===== src/rtl/qwm_pkg.sv =====
package qwm_pkg;
  localparam int ADDR_W = 3;

  typedef enum logic [ADDR_W-1:0] {
    RA_WMARK    = 3'd0,
    RA_LIMIT    = 3'd1,
    RA_PRESCALE = 3'd2,
    RA_CTRL     = 3'd3,
    RA_EVENTS   = 3'd4,
    RA_PERIOD   = 3'd5,
    RA_STATUS   = 3'd6,
    RA_SPARE    = 3'd7
  } reg_addr_e;

  localparam int NUM_CNT = 2;
  localparam int CNT_EVENTS = 0;
  localparam int CNT_PERIOD = 1;
endpackage


===== src/rtl/qwm_edge_detect.sv =====
module qwm_edge_detect #(
  parameter int DEPTH_W = 10
) (
  input  logic               clk,
  input  logic               rst_n,
  input  logic [DEPTH_W-1:0] depth,
  input  logic [DEPTH_W-1:0] wmark,
  output logic               above,
  output logic               rise
);
  logic above_q;

  assign above = depth > wmark;
  assign rise  = above && !above_q;

  always_ff @(posedge clk) begin
    if (!rst_n) above_q <= 1'b0;
    else        above_q <= above;
  end
endmodule


===== src/rtl/qwm_prescaler.sv =====
module qwm_prescaler #(
  parameter int PRE_W = 16
) (
  input  logic             clk,
  input  logic             rst_n,
  input  logic             active,
  input  logic [PRE_W-1:0] interval,
  output logic             tick
);
  logic [PRE_W-1:0] phase_q;
  logic [PRE_W-1:0] span;

  assign span = (interval == '0) ? PRE_W'(1) : interval;
  assign tick = active && (phase_q >= span - PRE_W'(1));

  always_ff @(posedge clk) begin
    if (!rst_n)       phase_q <= '0;
    else if (!active) phase_q <= '0;
    else if (tick)    phase_q <= '0;
    else              phase_q <= phase_q + PRE_W'(1);
  end

  // a below-watermark cycle leaves no partial interval behind
  p_phase_reset_r4: assert property (@(posedge clk) disable iff (!rst_n)
    !active |=> (phase_q == '0));
endmodule


===== src/rtl/qwm_sat_counter.sv =====
module qwm_sat_counter #(
  parameter int W = 32
) (
  input  logic         clk,
  input  logic         rst_n,
  input  logic         inc,
  input  logic         clr,
  output logic [W-1:0] cnt
);
  localparam logic [W-1:0] TOP = '1;

  always_ff @(posedge clk) begin
    if (!rst_n)          cnt <= '0;
    else if (clr)        cnt <= inc ? W'(1) : '0;
    else if (inc && cnt != TOP) cnt <= cnt + W'(1);
  end

  p_no_overflow_r5: assert property (@(posedge clk) disable iff (!rst_n)
    (cnt == TOP && !clr) |=> (cnt == TOP));
  p_clear_restart_r6: assert property (@(posedge clk) disable iff (!rst_n)
    clr |=> (cnt <= W'(1)));
  p_idle_hold_r2: assert property (@(posedge clk) disable iff (!rst_n)
    (!inc && !clr) |=> $stable(cnt));
endmodule


===== src/rtl/qwm_monitor.sv =====
module qwm_monitor
  import qwm_pkg::*;
#(
  parameter int DEPTH_W = 10,
  parameter int CNT_W   = 32,
  parameter int PRE_W   = 16,
  parameter int DATA_W  = 32
) (
  input  logic               clk,
  input  logic               rst_n,
  input  logic [DEPTH_W-1:0] q_depth,
  input  logic [ADDR_W-1:0]  reg_addr,
  input  logic               reg_wr,
  input  logic [DATA_W-1:0]  reg_wdata,
  input  logic               reg_rd,
  output logic [DATA_W-1:0]  reg_rdata,
  output logic               irq,
  output logic               notify_req
);
  reg_addr_e addr_e;
  assign addr_e = reg_addr_e'(reg_addr);

  logic [DEPTH_W-1:0] wmark_q;
  logic [CNT_W-1:0]   limit_q;
  logic [PRE_W-1:0]   pre_q;
  logic               irq_en_q, notify_en_q;
  logic               alert_q, notify_q;

  logic               above, rise, tick;
  logic [NUM_CNT-1:0] cnt_inc, cnt_clr;
  logic [CNT_W-1:0]   cnt_val [NUM_CNT];
  logic               over_limit, alert_clr, status_w1c;

  logic unused_wdata;
  assign unused_wdata = ^reg_wdata;

  // configuration registers
  always_ff @(posedge clk) begin
    if (!rst_n) begin
      wmark_q     <= '1;
      limit_q     <= '1;
      pre_q       <= PRE_W'(1);
      irq_en_q    <= 1'b0;
      notify_en_q <= 1'b0;
    end else if (reg_wr) begin
      case (addr_e)
        RA_WMARK:    wmark_q <= reg_wdata[DEPTH_W-1:0];
        RA_LIMIT:    limit_q <= reg_wdata[CNT_W-1:0];
        RA_PRESCALE: pre_q   <= reg_wdata[PRE_W-1:0];
        RA_CTRL: begin
          irq_en_q    <= reg_wdata[0];
          notify_en_q <= reg_wdata[1];
        end
        default: ;
      endcase
    end
  end

  qwm_edge_detect #(.DEPTH_W(DEPTH_W)) u_edge (
    .clk(clk), .rst_n(rst_n), .depth(q_depth), .wmark(wmark_q),
    .above(above), .rise(rise)
  );

  qwm_prescaler #(.PRE_W(PRE_W)) u_pre (
    .clk(clk), .rst_n(rst_n), .active(above), .interval(pre_q), .tick(tick)
  );

  assign cnt_inc[CNT_EVENTS] = rise;
  assign cnt_inc[CNT_PERIOD] = tick;
  assign cnt_clr[CNT_EVENTS] = reg_rd && (addr_e == RA_EVENTS);
  assign cnt_clr[CNT_PERIOD] = reg_rd && (addr_e == RA_PERIOD);

  for (genvar i = 0; i < NUM_CNT; i++) begin : g_cnt
    qwm_sat_counter #(.W(CNT_W)) u_cnt (
      .clk(clk), .rst_n(rst_n), .inc(cnt_inc[i]), .clr(cnt_clr[i]),
      .cnt(cnt_val[i])
    );
  end

  // alert latch and notification strobe
  assign status_w1c = reg_wr && (addr_e == RA_STATUS) && reg_wdata[0];
  assign alert_clr  = cnt_clr[CNT_EVENTS] || status_w1c;
  assign over_limit = cnt_val[CNT_EVENTS] > limit_q;

  always_ff @(posedge clk) begin
    if (!rst_n) begin
      alert_q  <= 1'b0;
      notify_q <= 1'b0;
    end else begin
      if (alert_clr)       alert_q <= 1'b0;
      else if (over_limit) alert_q <= 1'b1;
      notify_q <= notify_en_q && !alert_clr && over_limit && !alert_q;
    end
  end

  assign irq        = alert_q && irq_en_q;
  assign notify_req = notify_q;

  // read mux
  always_comb begin
    reg_rdata = '0;
    if (reg_rd) begin
      case (addr_e)
        RA_WMARK:    reg_rdata = DATA_W'(wmark_q);
        RA_LIMIT:    reg_rdata = DATA_W'(limit_q);
        RA_PRESCALE: reg_rdata = DATA_W'(pre_q);
        RA_CTRL:     reg_rdata = DATA_W'({notify_en_q, irq_en_q});
        RA_EVENTS:   reg_rdata = DATA_W'(cnt_val[CNT_EVENTS]);
        RA_PERIOD:   reg_rdata = DATA_W'(cnt_val[CNT_PERIOD]);
        RA_STATUS:   reg_rdata = DATA_W'(alert_q);
        default:     reg_rdata = '0;
      endcase
    end
  end

  p_rise_counts_r2: assert property (@(posedge clk) disable iff (!rst_n)
    rise |=> (cnt_val[CNT_EVENTS] != '0));
  p_clear_drops_alert_r7: assert property (@(posedge clk) disable iff (!rst_n)
    alert_clr |=> !alert_q);
  p_notify_single_r8: assert property (@(posedge clk) disable iff (!rst_n)
    notify_req |=> !notify_req);
  p_notify_with_alert_r8: assert property (@(posedge clk) disable iff (!rst_n)
    notify_req |-> alert_q);
endmodule


===== config.mk =====
export PLATFORM = sky130hd
export DESIGN_NAME = qwm_monitor
export DESIGN_NICKNAME = d
export VERILOG_FILES = /design/src/rtl/qwm_pkg.sv /design/src/rtl/qwm_edge_detect.sv /design/src/rtl/qwm_prescaler.sv /design/src/rtl/qwm_sat_counter.sv /design/src/rtl/qwm_monitor.sv
export SDC_FILE = /design/constraint.sdc
export NUM_CORES = 1
export LEC_CHECK = 0
export BUFFER_PORTS_ARGS = -buffer_cell sky130_fd_sc_hd__buf_2
export CORE_MARGIN = 10
export CORE_UTILIZATION = 49
export CTS_CLUSTER_DIAMETER = 120
export DETAILED_ROUTE_END_ITERATION = 10
export PLACE_DENSITY = 0.67
export SKIP_LAST_GASP = 1
export SYNTH_ARGS = -nofsm -noshare
export SYNTH_HDL_FRONTEND = slang
export SYNTH_SLANG_ARGS = --single-unit

===== constraint.sdc =====
create_clock -name clk -period 3.9 [get_ports clk]
set_clock_uncertainty 0.2 [all_clocks]
set_input_delay 1.17 -clock clk [delete_from_list [all_inputs] [get_ports clk]]
set_output_delay 1.17 -clock clk [all_outputs]
set_load 0.02 [all_outputs]

* Word level (Yosys, flattened, before mapping)
Index checks and enable logic that the tools add are counted.
Storage, ports and cells: output and inout port bits 34, memory bits (writable) 0, logic and storage cells 63, flip-flop bits (word level) 143, memory bits (read-only) 0, memories kept 0, latch bits 0
Cells by class: $lt $le $gt $ge 3, reduce and logical (&&, ||, !) cells 26, shift-type cells 0, eq/ne operators 8, div/mod/pow operators 0, add/sub/neg operators 4, bitwise logic cells 2, multiplexer cells 9, multipliers 0
Operator list (number):
- 32-bit case mux with 7 select lines | 1
- 32-bit 2-to-1 mux | 5
- 32-bit by 1-bit adder with 32-bit output (second input constant) | 2
- 32-bit inequality test (second input constant) | 2
- 32-bit > comparator | 1
- 16-bit by 1-bit adder with 16-bit output (second input constant) | 1
- 16-bit greater-or-equal comparator | 1
- 16-bit zero test | 1
- 16-bit 2-to-1 mux | 1
- 16-bit by 1-bit subtractor with 16-bit output (second input constant) | 1
- 1-bit logical AND | 12
- 10-bit > comparator | 1
- 3-bit == test (second input constant) | 3
- 2-bit AND reduction | 4
- 3-bit by 2-bit == test with 1-bit output (second input constant) | 2
- 2-bit nonzero test | 2
- 3-bit by 1-bit == test with 1-bit output (second input constant) | 1
- 1-bit zero test | 3
- 3-bit zero test | 1
- 3-bit OR reduction | 1
- 1-bit 2-to-1 mux | 2
- 1-bit inverter | 2
- 2-bit OR reduction | 1
- 1-bit logical OR | 1

* Logic depth before layout (Yosys ltp)
depth in word-level cells 8, depth in mapped cells 17, gate-level depth less buffers 16

* Hierarchy
From an unflattened synthesis, not the netlist that was laid out.
Unflattened totals: cells, all modules 1124, area total of the unflattened synthesis 9307.7 µm²
Modules (own cells, without submodules):
- qwm_monitor | cells an instance 507, area an instance 4139.0 µm², sequential area each 1241.2 µm², times used 1
- qwm_sat_counter | cells an instance 208, area an instance 1731.7 µm², sequential area each 640.6 µm², times used 2
- qwm_prescaler | cells an instance 162, area an instance 1391.3 µm², sequential area each 320.3 µm², times used 1
- qwm_edge_detect | cells an instance 39, area an instance 314.1 µm², sequential area each 20.0 µm², times used 1

* Least setup slack after synthesis
Ideal clock, no wire load.
path kind input port to output port, start input port reg_addr[0], end output port reg_rdata[18], path slack -131 ps, arrival time 2661 ps, cell stages on the path 6, buffers on the path 3, cells stage by stage buf_2 -> buf_1 -> buf_1 -> mux2_2 -> a22oi_1 -> nor2_1
On the way: longest elaborated chain between the ends 3, elaborated cells between the ends (all ways) 9, classes of those cells eq/ne (6); mux (2); reduce/logical (1)
Ends and longest elaborated chain:
- start, declared | RTL line qwm_monitor.sv:12 | input logic [ADDR_W-1:0] reg_addr,
- 3-bit == test, or another cell as far along | RTL line qwm_monitor.sv:103 | case (addr_e)
- 32-bit case mux with 7 select lines * | RTL line qwm_monitor.sv:103
- 32-bit 2-to-1 mux * | RTL line qwm_monitor.sv:102 | if (reg_rd) begin
- end, declared | RTL line qwm_monitor.sv:16 | output logic [DATA_W-1:0] reg_rdata,
Mark *: on every way between the ends. The rest lies on a longest branch, timed or not.

* Final worst setup path
start register pre_q[8], end register g_cnt[1].u_cnt.cnt[14]
On the way: longest elaborated chain between the ends 7
Ends and longest elaborated chain:
- start, declared | RTL line qwm_monitor.sv:25 | logic [PRE_W-1:0] pre_q;
- start signal, assigned | RTL line qwm_monitor.sv:49 | RA_PRESCALE: pre_q <= reg_wdata[PRE_W-1:0];
- 16-bit zero test | RTL line qwm_prescaler.sv:13 | assign span = (interval == '0) ? PRE_W'(1) : interval;
- 16-bit 2-to-1 mux * | RTL line qwm_prescaler.sv:13
- 16-bit by 1-bit subtractor with 16-bit output * | RTL line qwm_prescaler.sv:14 | assign tick = active && (phase_q >= span - PRE_W'(1));
- 16-bit greater-or-equal comparator * | RTL line qwm_prescaler.sv:14
- 1-bit logical AND * | RTL line qwm_prescaler.sv:14
- 1-bit logical AND * | RTL line qwm_sat_counter.sv:15 | else if (inc && cnt != TOP) cnt <= cnt + W'(1);
- 2-bit nonzero test (no line) *
- end signal, assigned | RTL line qwm_sat_counter.sv:14 | else if (clr) cnt <= inc ? W'(1) : '0;
- end signal, assigned | RTL line qwm_sat_counter.sv:15
- end, declared | RTL line qwm_sat_counter.sv:8 | output logic [W-1:0] cnt
Marked as above. A chain may end at the register's enable or synchronous reset.

==> out/results.tsv <==
stage	metric	value	unit
route	drc	0	
global_route	grt_use_met2	36.8	%
clock_network	postCtsHoldBufs	0	
floorplan	die_area	23400	um2
critical_path	critPathLaunchType	flip-flop	
yosys	synthesis.nets	1191	
yosys	ys_seq_elements	143	
place	portBuffers	82	
global_route	grt_overflow_total	0	
route	firstDrtPassIters	5	
clock_network	cts_buffers	17	
power	ir_drop	0.299	mV
yosys	ys_dominant_reg_cell	dfxtp_1	
floorplan	coreArea	17300	um2
timing	worst_slack	-0.304	ns
timing	slew_violations	0	
status	violations	negative setup slack	
timing	rsz0062_at_grt	yes	
yosys	netlist_area	8660	um2
route	initialDrtViolationCount	506	
clock_network	cts_root_buf	clkbuf_16	
timing	tns	-9.54	ns
place	place_area	9690	um2
layout	fillCellCount	1520	
global_route	top_usage_layer	met2	
yosys	ys_types	53	
global_route	grt_pass1_vias	8255	
place	hpwl	18800	um
status	outcome	finished, violations left	
place	place_inst	1393	
yosys	synth_area_leaders	dfxtp_1 (33%), ha_1 (9.0%), nand2_1 (5.9%)	
global_route	gr-usage-met3	4.57	%
floorplan	die_w	153	um
timing	worst_pin_slew	0.946	ns
floorplan	ioPinCount	83	
yosys	async_flop_share	0	%
floorplan	initial_core_util	50.1	%
yosys	synth_area_leader_cell	dfxtp_1	
yosys	synth_top_area_share	33.1	%
timing	slew-limit-headroom	36.4	%
critical_path	crit_type	flip-flop to flip-flop	
route	antenna_left	0	
floorplan	rows	48	
critical_path	cp-end-kind	flip-flop	
clock_network	clock_sinks	143	
timing	finalCritPeriodShare	108	%
min_path	hold_class	flip-flop to flip-flop	
route	vias_per_cell	5.86	
clock_network	cts.path.max_buffers	2	
yosys	yosysMostFrequentCell	dfxtp_1	
power	power_density	333	nW/um2
global_route	grt_util_met1	26.6	%
global_route	grt_pass1_wl	42300	um
floorplan	die_h	153	um
timing	fmaxAchievable	238	MHz
route	wl_per_cell	18.3	um
critical_path	critPathMaxFanout	5	
layout	final_util	62.8	%
layout	syn_to_final_growth	25.5	%
global_route	antenna_found_initial	0	
layout	design_area	10900	um2
critical_path	critPathRequiredTime	4.01	ns
route	vias	8471	
clock_network	cts_tree	yes	
global_route	grt_max_degree	65	
layout	num_antenna_cells	0	
timing	finalSetupViolCount	48	
timing	hold_viol_final	0	
timing	period_needed	4.20	ns
yosys	synthCells	1080	
layout	num-nets-final	1319	
clock_network	htree_levels	4	
route	routed_wl	26400	um
critical_path	cp.arrival	4.32	ns
yosys	ys_top_cells_by_count	dfxtp_1 (143), nand2_1 (135), nor2_1 (113), ha_1 (62), a21oi_1 (55)	
yosys	synth_edf_count	0	
power	power_leakage	0.00465	uW
yosys	yosysSeqAreaShare	33.1	%
clock_network	clock_insertion_delay_worst_skew	0.42	ns
yosys	syn_avg_cell_area	8.02	um2
yosys	yosys_warnings	0	
layout	drive_gt1_share	24.8	%
layout	final_cells	1445	
run	drv_cap	0	
global_route	grt_use_total	21.5	%
clock_network	path_clk_slew	0.06	ns
place	gp_congestion	0.852	
## flip-flops by register name, summed over array words and instances, names as in the netlist, 10 cells and up
register	count
g_cnt.u_cnt.cnt	64
limit_q	32
wmark_q	10
u_pre.phase_q	16
pre_q	16
## report_power, final
part           switching, uW  internal [uW]
Combinational            260            189
Sequential              13.4           1480
Clock                    618           1060
Total                    891           2730
## per-layer routing
| layer | wire [um] | up-vias |
|---|---|---|
| li1 | - | 4162 |
| met5 | 0 | - |
| met1 | 11600 | 4043 |
| met3 | 1390 | 38 |
| met4 | 515 | 0 |
| met2 | 12900 | 228 |
## critical path, cell delays in order, from the launching register on
cell	delay (ns)
dfxtp_2	0.32
or4_4	0.56
nor4_4	0.24
and3_4	0.27
nor2_4	0.05
ha_4	0.19
nand2_8	0.09
nor2_2	0.05
xnor2_1	0.24
ha_1	0.29
nand4_1	0.15
nor2_4	0.05
a211o_1	0.32
a311o_2	0.45
buf_4	0.18
nand3_4	0.06
buf_6	0.12
buf_4	0.11
xnor2_2	0.10
nor2_1	0.05
## final timing paths
kind | end | depth (start not counted) | slack, ns | start
max | g_cnt[1].u_cnt.cnt[14]$_SDFFE_PN0P_ | 19 | -0.30 | pre_q[8]$_SDFFE_PN0P_
min | u_pre.phase_q[0]$_SDFF_PP0_ | 1 | 0.28 | u_pre.phase_q[0]$_SDFF_PP0_
max reg2reg | g_cnt[1].u_cnt.cnt[14]$_SDFFE_PN0P_ | 19 | -0.30 | pre_q[8]$_SDFFE_PN0P_
min reg2reg | u_pre.phase_q[0]$_SDFF_PP0_ | 1 | 0.28 | u_pre.phase_q[0]$_SDFF_PP0_
## layout by cell type (no fill, tap or decap), types with 5 or more instances in the layout
master     count
a21boi_0      15
a21o_1         8
a21oi_1       51
a221oi_2       7
a22oi_1       31
and2_1         7
and3_1        15
and4_1        19
buf_12         5
buf_2         81
buf_4         60
buf_6         15
clkbuf_16     18
clkbuf_8       7
dfxtp_1      142
ha_1          61
inv_1         53
mux2_2        28
nand2_1      131
nand2b_1       6
nand3_1       39
nand4_1       31
nor2_1        90
nor2_2        20
nor2b_1        6
nor3_1        12
o211ai_1      45
o21a_1         8
o21ai_0       32
o21ai_1        7
or3_1         24
xnor2_1       12
xor2_1        38
## logic make-up after synthesis
logic type | after synthesis | synth area share, %
buffers and inverters | 108 | 4.85
adder cells (fa/ha/maj) | 62 | 8.96
multiplexers | 32 | 4.10
flip-flops | 143 | 33.1
XOR/XNOR | 51 | 5.16
AO/OA/AOI/OAI | 234 | 17.8
AND/OR/NAND/NOR | 450 | 26.1
## layout make-up
cell class	count	area, um2	area share (%)
Tap cell	225	282	2.59
Timing Repair Buffer	162	1150	10.6
Multi-Input combinational cell	831	5770	53.1
Sequential cell	143	2860	26.4
Clock inverter	4	72.6	0.668
Clock buffer	27	533	4.91
Inverter	53	199	1.83
## through the flow
step / hold slack [ns] / power, uW / setup WS, ns
after floorplan: 0.230 / 1740 / -0.0302
after global placement: 0.245 / 1880 / -0.246
after detailed placement: 0.249 / 1880 / -0.347
after CTS: 0.274 / 3600 / -0.0741
after global routing: 0.314 / 3740 / -0.410
final: 0.283 / 3620 / -0.304
## timing repair
action | 4_1_cts | 5_1_grt
endpoints found under the setup margin | 54 | 56
resized for setup | 54 | 50
buffers inserted | 10 | 7
cloned | 3 | 3
endpoints found under the hold margin | 0 | 0
pin swaps | 17 | 29
Note: power is estimated with default switching activity, not from simulation.
